**src/rtl/hbss_pkg.sv**
```systemverilog
package hbss_pkg;

  typedef enum logic [2:0] {
    PH_IDLE   = 3'd0,
    PH_ONE    = 3'd1,
    PH_TWO    = 3'd2,
    PH_THREE  = 3'd3,
    PH_HANDED = 3'd4
  } ss_phase_e;

  localparam int NSEG = 3;

endpackage

```
**src/rtl/hbss_seg_ramp.sv**
```systemverilog
// Exact linear ramp: after t advancing cycles off_o = floor(span*t/N).
module hbss_seg_ramp #(
  parameter int W = 11,
  parameter int N = 100
) (
  input  logic         clk,
  input  logic         rst_n,
  input  logic         clr_i,
  input  logic         adv_i,
  input  logic [W-1:0] span_i,
  output logic [W-1:0] off_o,
  output logic         last_o
);
  localparam int TW = $clog2(N + 1);
  localparam int AW = TW + 1;

  function automatic logic [W-1:0] whole_step(input logic [W-1:0] d);
    return W'(32'(d) / 32'(N));
  endfunction

  function automatic logic [AW-1:0] frac_step(input logic [W-1:0] d);
    return AW'(32'(d) % 32'(N));
  endfunction

  logic [TW-1:0] t_q;
  logic [AW-1:0] acc_q;
  logic [W-1:0]  off_q;
  logic [AW-1:0] acc_sum;
  logic          wrap_w;

  assign acc_sum = acc_q + frac_step(span_i);
  assign wrap_w  = (acc_sum >= AW'(N));
  assign last_o  = (t_q == TW'(N - 1));
  assign off_o   = off_q;

  always_ff @(posedge clk or negedge rst_n) begin
    if (!rst_n) begin
      t_q   <= '0;
      acc_q <= '0;
      off_q <= '0;
    end else if (clr_i) begin
      t_q   <= '0;
      acc_q <= '0;
      off_q <= '0;
    end else if (adv_i && (t_q != TW'(N))) begin
      t_q   <= t_q + 1'b1;
      acc_q <= wrap_w ? (acc_sum - AW'(N)) : acc_sum;
      off_q <= off_q + whole_step(span_i) + W'(wrap_w);
    end
  end

endmodule

```
**src/rtl/hbss_limits.sv**
```systemverilog
// Captures the four sweep endpoints, forcing a non-increasing order.
module hbss_limits #(
  parameter int W   = 11,
  parameter int CAP = 1300
) (
  input  logic         clk,
  input  logic         rst_n,
  input  logic         load_i,
  input  logic [W-1:0] a_i,
  input  logic [W-1:0] b_i,
  input  logic [W-1:0] c_i,
  input  logic [W-1:0] d_i,
  output logic [W-1:0] p0_o,
  output logic [W-1:0] p1_o,
  output logic [W-1:0] p2_o,
  output logic [W-1:0] p3_o,
  output logic [W-1:0] span0_o,
  output logic [W-1:0] span1_o,
  output logic [W-1:0] span2_o
);
  function automatic logic [W-1:0] lim(input logic [W-1:0] v, input logic [W-1:0] ceil);
    return (v > ceil) ? ceil : v;
  endfunction

  logic [W-1:0] c0, c1, c2, c3;

  always_comb begin
    c0 = lim(a_i, W'(CAP));
    c1 = lim(b_i, c0);
    c2 = lim(c_i, c1);
    c3 = lim(d_i, c2);
  end

  always_ff @(posedge clk or negedge rst_n) begin
    if (!rst_n) begin
      p0_o <= '0;
      p1_o <= '0;
      p2_o <= '0;
      p3_o <= '0;
    end else if (load_i) begin
      p0_o <= c0;
      p1_o <= c1;
      p2_o <= c2;
      p3_o <= c3;
    end
  end

  assign span0_o = p0_o - p1_o;
  assign span1_o = p1_o - p2_o;
  assign span2_o = p2_o - p3_o;

endmodule

```
**src/rtl/hbss_fsm.sv**
```systemverilog
// Phase sequencing, freeze gating and handover events.
module hbss_fsm
  import hbss_pkg::*;
(
  input  logic            clk,
  input  logic            rst_n,
  input  logic            bus_ok_i,
  input  logic            cs_over_i,
  input  logic            fb_bal_i,
  input  logic [NSEG-1:0] last_i,
  output ss_phase_e       phase_o,
  output logic            ho_o,
  output logic            start_ev_o,
  output logic            early_ev_o,
  output logic            full_ev_o,
  output logic [NSEG-1:0] adv_o,
  output logic [NSEG-1:0] clr_o
);
  ss_phase_e phase_q, phase_d;
  logic      ho_q;
  logic      active_w, seg_last_w, adv_en_w;

  always_comb begin
    active_w = (phase_q == PH_ONE) || (phase_q == PH_TWO) || (phase_q == PH_THREE);
    case (phase_q)
      PH_ONE:   seg_last_w = last_i[0];
      PH_TWO:   seg_last_w = last_i[1];
      PH_THREE: seg_last_w = last_i[2];
      default:  seg_last_w = 1'b0;
    endcase
    start_ev_o = (phase_q == PH_IDLE) && bus_ok_i;
    early_ev_o = (phase_q == PH_THREE) && bus_ok_i && fb_bal_i;
    adv_en_w   = active_w && bus_ok_i && !cs_over_i && !early_ev_o;
    full_ev_o  = adv_en_w && (phase_q == PH_THREE) && seg_last_w;
    for (int g = 0; g < NSEG; g++) begin
      adv_o[g] = adv_en_w && (phase_q == ss_phase_e'(3'(g + 1)));
      clr_o[g] = (phase_q != ss_phase_e'(3'(g + 1)));
    end
  end

  always_comb begin
    phase_d = phase_q;
    if (!bus_ok_i) begin
      phase_d = PH_IDLE;
    end else begin
      case (phase_q)
        PH_IDLE:  phase_d = PH_ONE;
        PH_ONE:   if (adv_en_w && seg_last_w) phase_d = PH_TWO;
        PH_TWO:   if (adv_en_w && seg_last_w) phase_d = PH_THREE;
        PH_THREE: if (early_ev_o || full_ev_o) phase_d = PH_HANDED;
        default:  phase_d = phase_q;
      endcase
    end
  end

  always_ff @(posedge clk or negedge rst_n) begin
    if (!rst_n) begin
      phase_q <= PH_IDLE;
      ho_q    <= 1'b0;
    end else begin
      phase_q <= phase_d;
      ho_q    <= early_ev_o || full_ev_o;
    end
  end

  assign phase_o = phase_q;
  assign ho_o    = ho_q;

endmodule

```
**src/rtl/hb_softstart_seq.sv**
```systemverilog
module hb_softstart_seq
  import hbss_pkg::*;
#(
  parameter int FW      = 11,
  parameter int CW      = 8,
  parameter int FCAP    = 1300,
  parameter int CL_LO   = 75,
  parameter int CL_HI   = 225,
  parameter int PH1_LEN = 124800,
  parameter int PH2_LEN = 500000,
  parameter int PH3_LEN = 750000
) (
  input  logic          clk,
  input  logic          rst_n,
  input  logic          bus_ok_i,
  input  logic          cs_over_i,
  input  logic          fb_bal_i,
  input  logic [FW-1:0] f_start_i,
  input  logic [FW-1:0] f_mid_i,
  input  logic [FW-1:0] f_max_i,
  input  logic [FW-1:0] f_min_i,
  output logic [FW-1:0] freq_o,
  output logic [CW-1:0] clamp_o,
  output logic [2:0]    phase_o,
  output logic          handover_o
);
  localparam int SEG_LEN [NSEG] = '{PH1_LEN, PH2_LEN, PH3_LEN};
  localparam logic [CW-1:0] CSPAN = CW'(CL_HI - CL_LO);

  ss_phase_e       phase_w;
  logic            start_ev_w, early_ev_w, full_ev_w;
  logic [NSEG-1:0] adv_w, clr_w, last_w;
  logic [FW-1:0]   span_w [NSEG];
  logic [FW-1:0]   off_w  [NSEG];
  logic [FW-1:0]   pt0_w, pt1_w, pt2_w, pt3_w;
  logic [CW-1:0]   coff_w;
  logic            clamp_last_w;
  logic [FW-1:0]   cur_freq_w, hold_f_q;
  logic [CW-1:0]   cur_clamp_w, hold_c_q;

  hbss_limits #(.W(FW), .CAP(FCAP)) u_limits (
    .clk     (clk),
    .rst_n   (rst_n),
    .load_i  (start_ev_w),
    .a_i     (f_start_i),
    .b_i     (f_mid_i),
    .c_i     (f_max_i),
    .d_i     (f_min_i),
    .p0_o    (pt0_w),
    .p1_o    (pt1_w),
    .p2_o    (pt2_w),
    .p3_o    (pt3_w),
    .span0_o (span_w[0]),
    .span1_o (span_w[1]),
    .span2_o (span_w[2])
  );

  hbss_fsm u_fsm (
    .clk        (clk),
    .rst_n      (rst_n),
    .bus_ok_i   (bus_ok_i),
    .cs_over_i  (cs_over_i),
    .fb_bal_i   (fb_bal_i),
    .last_i     (last_w),
    .phase_o    (phase_w),
    .ho_o       (handover_o),
    .start_ev_o (start_ev_w),
    .early_ev_o (early_ev_w),
    .full_ev_o  (full_ev_w),
    .adv_o      (adv_w),
    .clr_o      (clr_w)
  );

  for (genvar g = 0; g < NSEG; g++) begin : g_seg
    hbss_seg_ramp #(.W(FW), .N(SEG_LEN[g])) u_ramp (
      .clk    (clk),
      .rst_n  (rst_n),
      .clr_i  (clr_w[g]),
      .adv_i  (adv_w[g]),
      .span_i (span_w[g]),
      .off_o  (off_w[g]),
      .last_o (last_w[g])
    );
  end

  hbss_seg_ramp #(.W(CW), .N(PH3_LEN)) u_clamp_ramp (
    .clk    (clk),
    .rst_n  (rst_n),
    .clr_i  (clr_w[2]),
    .adv_i  (adv_w[2]),
    .span_i (CSPAN),
    .off_o  (coff_w),
    .last_o (clamp_last_w)
  );

  always_comb begin
    case (phase_w)
      PH_ONE:    cur_freq_w = pt0_w - off_w[0];
      PH_TWO:    cur_freq_w = pt1_w - off_w[1];
      PH_THREE:  cur_freq_w = pt2_w - off_w[2];
      PH_HANDED: cur_freq_w = hold_f_q;
      default:   cur_freq_w = '0;
    endcase
    case (phase_w)
      PH_THREE:  cur_clamp_w = CW'(CL_LO) + coff_w;
      PH_HANDED: cur_clamp_w = hold_c_q;
      default:   cur_clamp_w = CW'(CL_LO);
    endcase
  end

  always_ff @(posedge clk or negedge rst_n) begin
    if (!rst_n) begin
      hold_f_q <= '0;
      hold_c_q <= CW'(CL_LO);
    end else if (early_ev_w) begin
      hold_f_q <= cur_freq_w;
      hold_c_q <= cur_clamp_w;
    end else if (full_ev_w) begin
      hold_f_q <= pt3_w;
      hold_c_q <= CW'(CL_HI);
    end
  end

  assign freq_o  = cur_freq_w;
  assign clamp_o = cur_clamp_w;
  assign phase_o = phase_w;

endmodule

```
**config.mk**
```make
export PLATFORM = sky130hd
export DESIGN_NAME = hb_softstart_seq
export DESIGN_NICKNAME = d
export VERILOG_FILES = /design/src/rtl/hbss_pkg.sv /design/src/rtl/hbss_seg_ramp.sv /design/src/rtl/hbss_limits.sv /design/src/rtl/hbss_fsm.sv /design/src/rtl/hb_softstart_seq.sv
export SDC_FILE = /design/constraint.sdc
export NUM_CORES = 1
export LEC_CHECK = 0
export BUFFER_PORTS_ARGS = -buffer_cell sky130_fd_sc_hd__buf_4
export CORE_UTILIZATION = 57
export CTS_CLUSTER_DIAMETER = 60
export DETAILED_ROUTE_END_ITERATION = 8
export PLACE_DENSITY = 0.84
export SLEW_MARGIN = 15
export SYNTH_ARGS = -nofsm -noshare
export SYNTH_HDL_FRONTEND = slang
export SYNTH_SLANG_ARGS = --single-unit
```
**constraint.sdc**
```tcl
create_clock -name clk -period 5.1 [get_ports clk]
set_input_delay 0.51 -clock clk [delete_from_list [all_inputs] [get_ports clk]]
set_output_delay 0.51 -clock clk [all_outputs]
set_load 0.03 [all_outputs]
```
==> impl_results.html <==
<table>
<tr><th>Metric</th><th>Value</th></tr>
<tr><th colspan="2">Final layout</th></tr>
<tr><td>Ratio of cells with drive above 1 in the final layout</td><td>24.13%</td></tr>
<tr><td>Layout overhead on the synthesized area</td><td>27.35%</td></tr>
<tr><td>Final standard cell area without fillers</td><td>25,820 um^2</td></tr>
<tr><td>Filler cells</td><td>2,182</td></tr>
<tr><td>Post-layout nets</td><td>2,948</td></tr>
<tr><td>Count of placed standard cells in the final layout, fillers left out</td><td>3,223</td></tr>
<tr><td># diodes</td><td>0</td></tr>
<tr><th colspan="2">STA</th></tr>
<tr><td>Number of failing setup endpoints in the final timing report</td><td>56</td></tr>
<tr><td>Share of the clock period used by the worst path</td><td>127.7%</td></tr>
<tr><td>Number of hold violations in the final report</td><td>0</td></tr>
<tr><td>Slew @ Worst Pin</td><td>1.068 ns</td></tr>
<tr><td>Slew Limit Fails</td><td>0</td></tr>
<tr><td>Fmax</td><td>153.5 MHz</td></tr>
<tr><td>Final critical-path required period</td><td>6.514 ns</td></tr>
<tr><td>Setup TNS</td><td>-22.64 ns</td></tr>
<tr><td>Worst setup skew after layout</td><td>0.02606 ns</td></tr>
<tr><td>Setup repair after global routing missed its margin</td><td>true</td></tr>
<tr><td>Final worst slack</td><td>-1.414 ns</td></tr>
<tr><td>Minimum hold slack</td><td>0.2547 ns</td></tr>
<tr><td>Worst max-slew margin expressed relative to the limit</td><td>28.51%</td></tr>
<tr><th colspan="2">Placement</th></tr>
<tr><td>Final GP Congestion</td><td>0.9433</td></tr>
<tr><td>Cells after DPL</td><td>3,079</td></tr>
<tr><td>Worst slack after detailed placement</td><td>-1.990 ns</td></tr>
<tr><td>Post-detailed-placement cell area</td><td>22,630 um^2</td></tr>
<tr><td>Final HPWL from detailed placement</td><td>39,770 um</td></tr>
<tr><td>Count of buffers from port buffering</td><td>71</td></tr>
<tr><th colspan="2">Floorplan</th></tr>
<tr><td>Die extent in y</td><td>190.6 um</td></tr>
<tr><td>Die width</td><td>190.6 um</td></tr>
<tr><td>Core region area</td><td>34,800 um^2</td></tr>
<tr><td>Initial Util</td><td>58.26%</td></tr>
<tr><td>Site Rows</td><td>68</td></tr>
<tr><td>I/O pin cnt</td><td>72</td></tr>
<tr><td>Area enclosed by the die boundary</td><td>36,320 um^2</td></tr>
<tr><th colspan="2">Clocking</th></tr>
<tr><td>Clock tree root driver cell</td><td>clkbuf_16</td></tr>
<tr><td>Number of buffers on the longest clock path</td><td>3</td></tr>
<tr><td>Clock tree from TritonCTS</td><td>yes</td></tr>
<tr><td>Clock-pin transition on the worst setup and hold timing paths</td><td>0.06 ns</td></tr>
<tr><td>Insertion delay of the later-clocked pin in the worst-skew pair</td><td>0.57 ns</td></tr>
<tr><td>Count of H-tree levels built during CTS</td><td>2</td></tr>
<tr><td>Num CTS Buffers</td><td>34</td></tr>
<tr><td>Sinks on Clock Net</td><td>263</td></tr>
<tr><th colspan="2">Outcome</th></tr>
<tr><td>Result of the run</td><td>complete, but fails checks</td></tr>
<tr><td>Failing checks</td><td>negative setup slack</td></tr>
<tr><th colspan="2">Worst setup path</th></tr>
<tr><td>CP Class</td><td>in -&gt; reg</td></tr>
<tr><td>Data arrival time of the worst path</td><td>6.99 ns</td></tr>
<tr><td>Startpoint kind of the worst setup timing path</td><td>input pin</td></tr>
<tr><td>Critical path origin</td><td>f_start_i[0]</td></tr>
<tr><td>CP Capture Type</td><td>flip-flop</td></tr>
<tr><td>Number of buffer and inverter instances along the worst setup path</td><td>4</td></tr>
<tr><td>Maximum single-stage delay on the critical path</td><td>0.32 ns</td></tr>
<tr><td>Most frequent cell on the critical path</td><td>o21a_1</td></tr>
<tr><td>Critical R2R Launch</td><td>u_limits.p2_o[0]$_DFFE_PN0P_</td></tr>
<tr><td>Max FO, Critical Path</td><td>6</td></tr>
<tr><td>Crit-path slowest cell</td><td>o41ai_2</td></tr>
<tr><td>Family with the most delay on the worst path</td><td>compound AO/OA/AOI/OAI gates</td></tr>
<tr><td>Critical path required time</td><td>5.57 ns</td></tr>
<tr><th colspan="2">Global routing</th></tr>
<tr><td>Wire length of the first global-routing pass</td><td>95,450 um</td></tr>
<tr><td>Initial antenna violation count</td><td>0</td></tr>
<tr><td>Maximum number of pins on one net before global-route repair</td><td>140</td></tr>
<tr><td>Vias in the first global route</td><td>19,350</td></tr>
<tr><td>Grt total ovfl</td><td>0</td></tr>
<tr><td>Overall track demand over capacity in global routing</td><td>32.48%</td></tr>
<tr><th colspan="2">Drt</th></tr>
<tr><td>Detailed Routing Iterations Pass 1</td><td>6</td></tr>
<tr><td>DRC</td><td>0</td></tr>
<tr><td>Routed WL per cell</td><td>19.75 um</td></tr>
<tr><td>Vias per cell</td><td>6.381</td></tr>
<tr><td>Count of nets left with antenna violations after detail routing</td><td>0</td></tr>
<tr><td>Starting DRC count in detailed routing</td><td>2,307</td></tr>
<tr><td>Vias post-DR</td><td>20,570</td></tr>
<tr><td>Total wire length after detailed routing</td><td>63,650 um</td></tr>
<tr><th colspan="2">Power and ir drop</th></tr>
<tr><td>Leak</td><td>0.01123 uW</td></tr>
<tr><td>Worst supply voltage drop on vdd</td><td>0.0003039 V</td></tr>
<tr><td>Power density over cell area</td><td>365.0 nW/um^2</td></tr>
<tr><th colspan="2">Logic synthesis</th></tr>
<tr><td>Synthesized area divided by synthesized cell count</td><td>8.261 um^2</td></tr>
<tr><td>Syn Inst Count</td><td>2,454</td></tr>
<tr><td>Share of flip-flops with an asynchronous set or reset after synthesis</td><td>100.0%</td></tr>
<tr><td>Number of enable-type register cells in the synthesized netlist</td><td>0</td></tr>
<tr><td>Sequential area share after synthesis</td><td>32.49%</td></tr>
<tr><td>Yosys warns</td><td>0</td></tr>
<tr><td>Cell Area, Synth</td><td>20,270 um^2</td></tr>
<tr><td>Distinct cells, synth</td><td>98</td></tr>
<tr><td>Number of flip-flops and latches in the synthesized netlist</td><td>263</td></tr>
<tr><td>Post-synth net total</td><td>2,660</td></tr>
<tr><td>Primary flip-flop cell chosen by synthesis mapping</td><td>dfrtp_1</td></tr>
<tr><th colspan="2">Flow run</th></tr>
<tr><td>Maximum Capacitance Violations</td><td>0</td></tr>
<tr><th colspan="2">Worst hold path</th></tr>
<tr><td>Origin of the worst min-delay path</td><td>bus_ok_i</td></tr>
<tr><td>Worst hold path class</td><td>in -&gt; reg</td></tr>
</table>
synthesized netlist by cell type (20+ instances only):
| library cell | instances | area (um^2) |
|---|---|---|
| a21o_1 | 43 | 322.8 |
| a21oi_1 | 167 | 835.8 |
| and3_1 | 45 | 281.5 |
| clkbuf_1 | 75 | 281.5 |
| dfrtp_1 | 259 | 6481 |
| ha_1 | 148 | 1852 |
| inv_1 | 161 | 604.3 |
| mux2i_1 | 22 | 220.2 |
| nand2_1 | 282 | 1059 |
| nand3_1 | 82 | 410.4 |
| nand4_1 | 48 | 300.3 |
| nor2_1 | 211 | 792.0 |
| nor2b_1 | 20 | 125.1 |
| nor3_1 | 33 | 165.2 |
| o211ai_1 | 31 | 232.7 |
| o21a_1 | 29 | 217.7 |
| o21ai_0 | 190 | 950.9 |
| or3_1 | 38 | 237.7 |
| xnor2_1 | 130 | 1139 |
| xor2_1 | 93 | 814.5 |
cell type report:
type | count | area, um^2 | share of cell area (%)
multi-input cells | 1932 | 14040 | 54.38
flip-flops and latches | 263 | 6589 | 25.52
repair buffers | 348 | 2791 | 10.81
clock buffers | 42 | 942.2 | 3.649
inverters | 163 | 624.3 | 2.418
well taps | 455 | 569.3 | 2.205
clock inverters | 20 | 260.3 | 1.008
routing by layer:
layer	share of wire, %	global-route usage, %
met5	0	0
met4	5.7	16.12
met3	8.2	4.877
met2	47	52.39
met1	39	42.51
worst reg2reg max path, delay by kind of cell, from the launching register on:
family,cells,cell delay (ns)
AO/OA/AOI/OAI,4,0.71
XOR/XNOR,2,0.42
adder cells (fa/ha/maj),6,1.43
buffers and inverters,11,1.12
flip-flops,1,0.40
AND/OR/NAND/NOR,10,1.57
sequential cells by signal, indices dropped and copies added (netlist names):
signal	cells
g_seg.u_ramp.acc_q	59
u_clamp_ramp.acc_q	20
u_limits.p1_o	11
u_limits.p3_o	11
hold_c_q	8
u_limits.p2_o	11
g_seg.u_ramp.t_q	56
u_fsm.phase_o	3
u_clamp_ramp.off_o	8
u_limits.p0_o	11
g_seg.u_ramp.off_o	33
u_clamp_ramp.t_q	20
hold_f_q	11
u_fsm.ho_o	1
repair_timing:
item / in CTS / in global routing
gates cloned: 1 / 0
setup buffers: 50 / 42
resized for setup: 101 / 224
hold endpoints to repair: 62 / 0
setup endpoints to repair: 54 / 80
hold buffers: 1 / 0
pin swaps: 75 / 145
cells by family (layout without fill, tap and decap cells):
kind of cell	after synthesis	after routing	share of synthesized area, %
adders and majority gates	158	158	10.07
AOI/OAI and AO/OA	655	656	20.64
and+or+nand+nor	859	859	20.28
buffers and inverters	260	573	4.993
xor gates and xnor gates	224	224	9.715
muxes	35	35	1.808
DFF	263	263	32.49
worst paths after layout:
path,slack (ns),cells past startpoint,endpoint
min in group asynchronous,0.50,2,g_seg[0].u_ramp.t_q[14]$_DFFE_PN0P_
min reg2reg,0.48,2,hold_c_q[3]$_DFFE_PN1P_
max,-1.41,40,u_limits.p3_o[8]$_DFFE_PN0P_
max in group asynchronous,3.42,3,g_seg[1].u_ramp.acc_q[2]$_DFFE_PN0P_
min,0.25,2,u_fsm.phase_o[2]$_DFFE_PN0P_
max reg2reg,-0.65,33,g_seg[2].u_ramp.off_o[10]$_DFFE_PN0P_
cells in the final DEF (no fill, tap or decap), types with 43 or more instances in the layout:
cell,count
buf_4,309
o21ai_0,137
dfrtp_1,257
nand3_1,73
xor2_1,90
a21oi_1,134
nand4_1,48
o21ai_1,47
xnor2_1,113
nand2_1,268
nor2_1,198
ha_1,128
a21o_1,43
inv_1,156
power breakdown:
group / internal [uW] / total (uW) / switching [uW]
Sequential: 2170 / 2270 / 103
Clock: 1550 / 2600 / 1060
Combinational: 2070 / 4550 / 2480
metrics by stage:
stage / utilization, % / total power [uW]
finish: 74.19 / 9424
global route: 74.19 / 9804
CTS: 70.63 / 8713
detailed placement: 65.03 / 5753
global placement: 65.03 / 5615
floorplan: - / 4543
No activity file was read; power rests on OpenSTA's default activity.
